[config.mk]
export PLATFORM = sky130hd
export DESIGN_NAME = cexp_expander
export DESIGN_NICKNAME = d
export VERILOG_FILES = /design/src/rtl/cexp_pkg.sv /design/src/rtl/cexp_ctrl.sv /design/src/rtl/cexp_datapath.sv /design/src/rtl/cexp_expander.sv
export SDC_FILE = /design/constraint.sdc
export NUM_CORES = 1
export LEC_CHECK = 0
export ABC_AREA = 1
export BUFFER_PORTS_ARGS = -buffer_cell sky130_fd_sc_hd__buf_2
export CORE_MARGIN = 2
export CORE_UTILIZATION = 45
export DETAILED_ROUTE_END_ITERATION = 16
export GPL_TIMING_DRIVEN = 0
export PLACE_DENSITY = 0.91
export SLEW_MARGIN = 20
export SYNTH_ARGS = -nofsm -noshare
export SYNTH_HDL_FRONTEND = slang
export SYNTH_SLANG_ARGS = --single-unit
[constraint.sdc]
create_clock -name vclk -period 1.9
set_input_delay 0 -clock vclk [all_inputs]
set_output_delay 0 -clock vclk [all_outputs]
set_load 0.01 [all_outputs]
[src/rtl/cexp_pkg.sv]
package cexp_pkg;
  localparam int CW = 16;
  localparam int XW = 32;
  localparam int RW = 5;
  localparam int IMMW = 12;

  localparam logic [6:0] OP_LOAD = 7'b0000011;
  localparam logic [6:0] OP_STORE = 7'b0100011;
  localparam logic [6:0] OP_IMM = 7'b0010011;
  localparam logic [6:0] OP_REG = 7'b0110011;
  localparam logic [6:0] OP_REG32 = 7'b0111011;

  localparam logic [5:0] F6_LBU = 6'b100000;
  localparam logic [5:0] F6_LHX = 6'b100001;
  localparam logic [5:0] F6_SB = 6'b100010;
  localparam logic [5:0] F6_SH = 6'b100011;
  localparam logic [5:0] F6_ARITH = 6'b100111;

  localparam logic [IMMW-1:0] IMM_SEXTB = 12'h604;
  localparam logic [IMMW-1:0] IMM_SEXTH = 12'h605;
  localparam logic [IMMW-1:0] IMM_BYTEMASK = 12'h0FF;
  localparam logic [IMMW-1:0] IMM_ALLONES = 12'hFFF;

  typedef struct packed {
    logic ldByte;
    logic ldHalf;
    logic ldSigned;
    logic stByte;
    logic stHalf;
    logic mul;
    logic opNot;
    logic zextB;
    logic sextB;
    logic zextH;
    logic sextH;
    logic zextW;
    logic illegal;
  } strobe_t;
endpackage

[src/rtl/cexp_ctrl.sv]
module cexp_ctrl
  import cexp_pkg::*;
(
  input  logic [CW-1:0] instrIn,
  input  logic          xlen64,
  input  logic          mulOn,
  input  logic          bitOn,
  output strobe_t       strb
);
  logic [1:0] quad;
  logic [5:0] funct6;
  logic [2:0] unarySel;
  logic [1:0] arithSel;
  logic       anyOp;

  assign quad = instrIn[1:0];
  assign funct6 = instrIn[15:10];
  assign unarySel = instrIn[4:2];
  assign arithSel = instrIn[6:5];

  always_comb begin
    strb = '0;
    if (quad == 2'b00) begin
      unique case (funct6)
        F6_LBU: strb.ldByte = 1'b1;
        F6_LHX: begin
          strb.ldHalf = 1'b1;
          strb.ldSigned = instrIn[6];
        end
        F6_SB: strb.stByte = 1'b1;
        F6_SH: strb.stHalf = ~instrIn[6];
        default: ;
      endcase
    end else if (quad == 2'b01 && funct6 == F6_ARITH) begin
      if (arithSel == 2'b10) begin
        strb.mul = mulOn;
      end else if (arithSel == 2'b11) begin
        unique case (unarySel)
          3'b000: strb.zextB = bitOn;
          3'b001: strb.sextB = bitOn;
          3'b010: strb.zextH = bitOn;
          3'b011: strb.sextH = bitOn;
          3'b100: strb.zextW = bitOn & xlen64;
          3'b101: strb.opNot = 1'b1;
          default: ;
        endcase
      end
    end
    anyOp = strb.ldByte | strb.ldHalf | strb.stByte | strb.stHalf | strb.mul |
            strb.opNot | strb.zextB | strb.sextB | strb.zextH | strb.sextH | strb.zextW;
    strb.illegal = ~anyOp;

    AST_MUL_NEEDS_ENABLE: assert (!strb.mul || mulOn);
    AST_WORDZ_NEEDS_64: assert (!strb.zextW || (xlen64 && bitOn));
    AST_EXT_NEEDS_BIT: assert (!(strb.zextB | strb.sextB | strb.zextH | strb.sextH) || bitOn);
    AST_RESERVED_SEL: assert (!(quad == 2'b01 && funct6 == F6_ARITH && arithSel == 2'b11 && unarySel[2:1] == 2'b11) || strb.illegal);
    AST_ONE_STROBE: assert ($onehot({strb.ldByte, strb.ldHalf, strb.stByte, strb.stHalf, strb.mul, strb.opNot, strb.zextB, strb.sextB, strb.zextH, strb.sextH, strb.zextW, strb.illegal}));
  end
endmodule

[src/rtl/cexp_datapath.sv]
module cexp_datapath
  import cexp_pkg::*;
(
  input  logic [CW-1:0] instrIn,
  input  logic          xlen64,
  input  strobe_t       strb,
  output logic [XW-1:0] instrOut
);
  logic [RW-1:0]   regHi;
  logic [RW-1:0]   regLo;
  logic [IMMW-1:0] offByte;
  logic [IMMW-1:0] offHalf;
  logic [IMMW-1:0] stOff;
  logic [6:0]      zextHOp;

  // compressed register fields reach registers 8..15
  assign regHi = {2'b01, instrIn[9:7]};
  assign regLo = {2'b01, instrIn[4:2]};
  assign offByte = {{(IMMW-2){1'b0}}, instrIn[5], instrIn[6]};
  assign offHalf = {{(IMMW-2){1'b0}}, instrIn[5], 1'b0};
  assign stOff = strb.stHalf ? offHalf : offByte;
  assign zextHOp = xlen64 ? OP_REG32 : OP_REG;

  always_comb begin
    instrOut = '0;
    if (strb.ldByte)
      instrOut = {offByte, regHi, 3'b100, regLo, OP_LOAD};
    else if (strb.ldHalf)
      instrOut = {offHalf, regHi, (strb.ldSigned ? 3'b001 : 3'b101), regLo, OP_LOAD};
    else if (strb.stByte || strb.stHalf)
      instrOut = {stOff[11:5], regLo, regHi, (strb.stHalf ? 3'b001 : 3'b000), stOff[4:0], OP_STORE};
    else if (strb.mul)
      instrOut = {7'b0000001, regLo, regHi, 3'b000, regHi, OP_REG};
    else if (strb.opNot)
      instrOut = {IMM_ALLONES, regHi, 3'b100, regHi, OP_IMM};
    else if (strb.zextB)
      instrOut = {IMM_BYTEMASK, regHi, 3'b111, regHi, OP_IMM};
    else if (strb.sextB)
      instrOut = {IMM_SEXTB, regHi, 3'b001, regHi, OP_IMM};
    else if (strb.sextH)
      instrOut = {IMM_SEXTH, regHi, 3'b001, regHi, OP_IMM};
    else if (strb.zextH)
      instrOut = {7'b0000100, 5'd0, regHi, 3'b100, regHi, zextHOp};
    else if (strb.zextW)
      instrOut = {7'b0000100, 5'd0, regHi, 3'b000, regHi, OP_REG32};

    AST_LEGAL_FULL_WIDTH: assert (strb.illegal || instrOut[1:0] == 2'b11);
  end
endmodule

[src/rtl/cexp_expander.sv]
module cexp_expander
  import cexp_pkg::*;
(
  input  logic [15:0] instrIn,
  input  logic        xlen64,
  input  logic        mulOn,
  input  logic        bitOn,
  output logic [31:0] instrOut,
  output logic        illegal
);
  strobe_t strb;

  cexp_ctrl u_ctrl (
    .instrIn (instrIn),
    .xlen64  (xlen64),
    .mulOn   (mulOn),
    .bitOn   (bitOn),
    .strb    (strb)
  );

  cexp_datapath u_dp (
    .instrIn  (instrIn),
    .xlen64   (xlen64),
    .strb     (strb),
    .instrOut (instrOut)
  );

  assign illegal = strb.illegal;
endmodule

# Word level (Yosys, flattened, before mapping)
# Cells that the tools add are included.
# word_totals
latch_bits	0
ff_bits	0
mem_count	0
mem_bits_rw	0
out_inout_bits	33
romBits	0
# op_classes
mux	30
n_shift	0
div_mod_pow	0
n_bitwise	13
reduce_logical	4
multipliers	0
order_cmp	0
add_sub_neg	0
eq_ne	13
# ops
operator	n
32-bit two-way mux	9
6-bit == test, second input constant	5
28-bit two-way mux	1
7-bit two-way mux	2
1-bit two-way mux	12
6-bit two-way mux	2
1-bit OR	10
3-bit by 2-bit == test with 1-bit output, second input constant	2
3-bit == test, second input constant	2
5-bit two-way mux	1
2-bit == test, second input constant	2
4-bit two-way mux	1
3-bit by 1-bit == test with 1-bit output, second input constant	1
3-bit zero test	1
3-bit two-way mux	1
2-bit by 1-bit == test with 1-bit output, second input constant	1
2-bit zero test	1
2-bit two-way mux	1
1-bit NOT	2
1-bit bitwise AND	1
1-bit logical AND	1
1-bit logical OR	1

# Logic depth before layout (Yosys ltp)
# logic_depth
ltp_word	16
mapped_depth	11

# By module
# A second synthesis with hierarchy kept.
# unflattened
hier_cells	167
hier_area_um2	793.3
# by_module_without_submodules
module	area_each_um2	instances	seq_area_each_um2	cells_each
cexp_datapath	447.9	1	0.0	93
cexp_ctrl	345.3	1	0.0	74

# Least setup slack after synthesis
# OpenSTA, ideal clock, no wires.
# synth_timing
kind	input to output
startpoint	input instrIn[1]
endpoint	output instrOut[18]
required_ns	1.900
n_path_buf	1
arrival_ns	1.160
cell_stages	10
path_slack_ns	0.740
cell_sequence	nor2_1 nand2_1 nor2_4 nand3_2 nand2_2 nor2_4 nand2_4 nor2_4 inv_1 buf_4
# synth_via
elab_chain_len	14
word_cells_on_any_way	17
classes_between	eq/ne: 1; mux: 13; reduce/logical: 3
# synth_rtl
item	line_no	text
from (decl)	cexp_expander.sv:4	input logic [15:0] instrIn,
2-bit by 1-bit == test with 1-bit output	cexp_ctrl.sv:34	end else if (quad == 2'b01 && funct6 == F6_ARITH) begin
1-bit logical AND	cexp_ctrl.sv:34	
7-bit two-way mux	cexp_ctrl.sv:34	
7-bit two-way mux	cexp_ctrl.sv:23	if (quad == 2'b00) begin
28-bit two-way mux	cexp_datapath.sv:44	else if (strb.zextW)
32-bit two-way mux	cexp_datapath.sv:42	else if (strb.zextH)
32-bit two-way mux	cexp_datapath.sv:40	else if (strb.sextH)
32-bit two-way mux	cexp_datapath.sv:38	else if (strb.sextB)
32-bit two-way mux	cexp_datapath.sv:36	else if (strb.zextB)
32-bit two-way mux	cexp_datapath.sv:34	else if (strb.opNot)
32-bit two-way mux	cexp_datapath.sv:32	else if (strb.mul)
32-bit two-way mux	cexp_datapath.sv:30	else if (strb.stByte || strb.stHalf)
32-bit two-way mux	cexp_datapath.sv:28	else if (strb.ldHalf)
32-bit two-way mux *	cexp_datapath.sv:26	if (strb.ldByte)
to (decl)	cexp_expander.sv:8	output logic [31:0] instrOut,
# Mark *: on every way between the ends. The rest lies on a longest branch, timed or not.

# Worst setup path after layout
# Ends and elaborated chain as after synthesis.

==> tab_implementation.tex <==
\begin{tabular}{lr}
\hline
Metric & Value \\
\hline
\multicolumn{2}{l}{\textbf{Status}} \\
Result of the run & completed \\
\multicolumn{2}{l}{\textbf{Critical path}} \\
Startpoint kind of the worst setup timing path & primary input \\
Data required time at the worst endpoint & between 1.5 and 2 ns \\
CP Data Arrival Time & about 1.4 ns \\
Max FO, Critical Path & 6 \\
Worst setup path class & primary input to output port \\
Nature of the critical path endpoint & output port \\
\multicolumn{2}{l}{\textbf{STA}} \\
Post-Route Hold Slack & between 0.3 and 0.4 ns \\
Final period util & 73.1\% \\
Final Hold Vio Count & 0 \\
Final count of negative-setup-slack endpoints & 0 \\
Shortest clock period the worst path allows after layout & between 1 and 1.5 ns \\
Max-slew violation total from the final report & 0 \\
F\_max & 720 MHz \\
Setup repair after global routing missed its margin & false \\
Setup TNS after final layout & 0 ns \\
\multicolumn{2}{l}{\textbf{Yosys}} \\
Synthesized instance count & 120 \\
Mean instance size in the synthesized netlist & roughly 5.3 um\^{}2 \\
Number of library cell types mapped by synthesis & 24 \\
Number of warning messages in the yosys log & 0 \\
Cell area after synthesis & 639 um\^{}2 \\
Sequential fraction of the synthesis area & 0\% \\
\multicolumn{2}{l}{\textbf{Placed design}} \\
Half-perimeter wire length after placement & 1.64 mm \\
Global placer's final weighted congestion & between 0.8 and 0.9 \\
Quantity of I/O buffers inserted on ports & 48 \\
Placed cell area & approximately 910 um\^{}2 \\
\multicolumn{2}{l}{\textbf{Finish}} \\
Proportion of layout cells with a drive suffix above 1 & a little under half \\
Area taken by flip-flops and latches & 0 um\^{}2 \\
P\&R area growth vs syn & 42.3\% \\
Sequential cell count of the final layout & 0 \\
Most common library cell in the layout ignoring fill and taps & sky130\_fd\_sc\_hd\_\_buf\_2 \\
Most frequent cells in the layout & 48 x sky130\_fd\_sc\_hd\_\_buf\_2, 27 x sky130\_fd\_sc\_hd\_\_inv\_1, 20 x sky130\_fd\_sc\_hd\_\_nand2\_1 \\
Diode insertion count for antenna repair & 0 \\
Design area & approximately 910 um\^{}2 \\
Final core utilization & between 60 and 70\% \\
Number of clock buffers in the layout & 0 \\
Number of nets in the layout & $\sim$190 \\
\multicolumn{2}{l}{\textbf{Global routing}} \\
Global Route Usage Sum & around 20\% \\
Maximum number of pins on one net before global-route repair & 8 \\
Global-route wire length before repair & 2.97 mm \\
GRT Residual Overflow & 0 \\
Number of antenna violations at the first check in global routing & 0 \\
Number of global-route vias before repair & between 700 and 800 \\
\multicolumn{2}{l}{\textbf{CTS}} \\
Post-CTS Hold Fix Bufs & 0 \\
Post-CTS setup repair buffer count & 0 \\
Number of gates resized after CTS & 0 \\
\multicolumn{2}{l}{\textbf{Pwr}} \\
Sw Share & 59.4\% \\
Worst ir drop on vdd & between 0.05 and 0.06 mV \\
Net Switching & around 48 uW \\
Total power divided by cell area & about 89 mW/mm\^{}2 \\
Internal power summed over all cells & $\sim$33 uW \\
Share of total power in combinational logic & between 90\% and 100\% \\
Sequential share of power & 0\% \\
Static leakage power & 0.000662 uW \\
Clk network pwr share & 0\% \\
\multicolumn{2}{l}{\textbf{Drt}} \\
Routed vias & approximately 890 \\
Number of violations reported at the end of detailed-routing iteration 0 & 16 \\
Via-to-Cell Ratio & about 4.8 \\
Final routed wirelength across all metal layers & approximately 1.7 mm \\
Total DRC errors in the routed layout & 0 \\
Number of nets with antenna violations after detailed routing & 0 \\
Routed wire per std cell & a little over 9 um \\
First-pass DRT Iterations & 4 \\
\multicolumn{2}{l}{\textbf{Floorplanning}} \\
Top-Level Pins & between 50 and 60 \\
Placeable core area & $\sim$0.0013 mm\^{}2 \\
X dimension of the die & between 40 and 50 um \\
Total Die Area & 0.00174 mm\^{}2 \\
Initial core utilization & about 49\% \\
Cell row count & 13 \\
Chip height & about 42 um \\
\multicolumn{2}{l}{\textbf{Hold path}} \\
Worst min path class & primary input to output port \\
\multicolumn{2}{l}{\textbf{Job}} \\
Total of max-cap violations & 0 \\
\hline
\end{tabular}
layer usage:
layer	vias up	track usage [%]	share of wire [%]
met5	-	0	0
met4	0	2.58	0
met3	0	2.17	8.0
met2	34	39.1	54
met1	386	22.6	38
li1	465	-	-
layout make-up:
| class | count | area (um^2) |
|---|---|---|
| buffer | 9 | 67.6 |
| timing repair buffer | 48 | 240 |
| multi-input combinational | 84 | 470 |
| tap | 15 | 18.8 |
| inverter | 30 | 113 |
| fill | 134 | 408 |
worst max-delay path: stages:
cell                      delay [ns]
sky130_fd_sc_hd__buf_2          0.10
sky130_fd_sc_hd__nor2_1         0.17
sky130_fd_sc_hd__nand2_1        0.11
sky130_fd_sc_hd__nor2_4         0.19
sky130_fd_sc_hd__nand2_1        0.12
sky130_fd_sc_hd__nor2_2         0.16
sky130_fd_sc_hd__nor2_2         0.08
sky130_fd_sc_hd__nand2_4        0.10
sky130_fd_sc_hd__nor2_4         0.06
sky130_fd_sc_hd__inv_1          0.08
sky130_fd_sc_hd__buf_4          0.10
sky130_fd_sc_hd__buf_2          0.11
cell families (layout without fill, tap and decap cells):
group	count (synthesis)	after routing	share of synthesized area [%]
and+or+nand+nor	67	67	58.7
buffers and inverters	39	87	28.2
AOI/OAI and AO/OA	13	13	12.5
other	1	4	0.587
power groups by stage:
stage | clock network, uW | logic (uW) | registers, uW
global route | 0 | 91.3 | 0
floorplan | 0 | 41.8 | 0
global placement | 0 | 77.8 | 0
detailed placement | 0 | 80.3 | 0
CTS | 0 | 80.5 | 0
finish | 0 | 80.6 | 0
through the flow:
step / std cells / setup slack (ns) / total power (uW)
floorplan: 123 / 0.740 / 41.8
global placement: 186 / 0.568 / 77.8
detailed placement: 186 / 0.494 / 80.3
CTS: 186 / 0.490 / 80.5
global route: 186 / 0.305 / 91.3
finish: 186 / 0.511 / 80.6
worst paths after layout:
path	startpoint	end	slack, ns	depth (start not counted)
min	instrIn[9]	instrOut[9]	0.31	4
max	instrIn[1]	instrOut[18]	0.51	12
cells in the mapped netlist:
library cell                instances  share of area [%]
sky130_fd_sc_hd__nand2_1           20                 12
sky130_fd_sc_hd__o2111ai_1          1                1.4
sky130_fd_sc_hd__nand3_1            7                5.5
sky130_fd_sc_hd__nand2_4            1                1.8
sky130_fd_sc_hd__inv_1             27                 16
sky130_fd_sc_hd__nor2_2             5                4.9
sky130_fd_sc_hd__nor3_2             1                1.6
sky130_fd_sc_hd__conb_1             1               0.59
sky130_fd_sc_hd__nor4_1             1               0.98
sky130_fd_sc_hd__nand2_2            4                3.9
sky130_fd_sc_hd__a21oi_2            2                2.7
sky130_fd_sc_hd__a21oi_1            3                2.3
sky130_fd_sc_hd__buf_4              9                 11
sky130_fd_sc_hd__o211ai_1           1                1.2
sky130_fd_sc_hd__nand4_1            4                3.9
sky130_fd_sc_hd__o21ai_0            3                2.3
sky130_fd_sc_hd__nor4_2             1                2.0
sky130_fd_sc_hd__nor2_1            13                7.6
sky130_fd_sc_hd__o22ai_1            1               0.98
sky130_fd_sc_hd__nand3_2            4                6.3
sky130_fd_sc_hd__o21ai_1            2                1.6
sky130_fd_sc_hd__nor2_4             4                7.0
sky130_fd_sc_hd__inv_2              3                1.8
sky130_fd_sc_hd__nor3_1             2                1.6
Note: power is estimated with default switching activity, not from simulation.
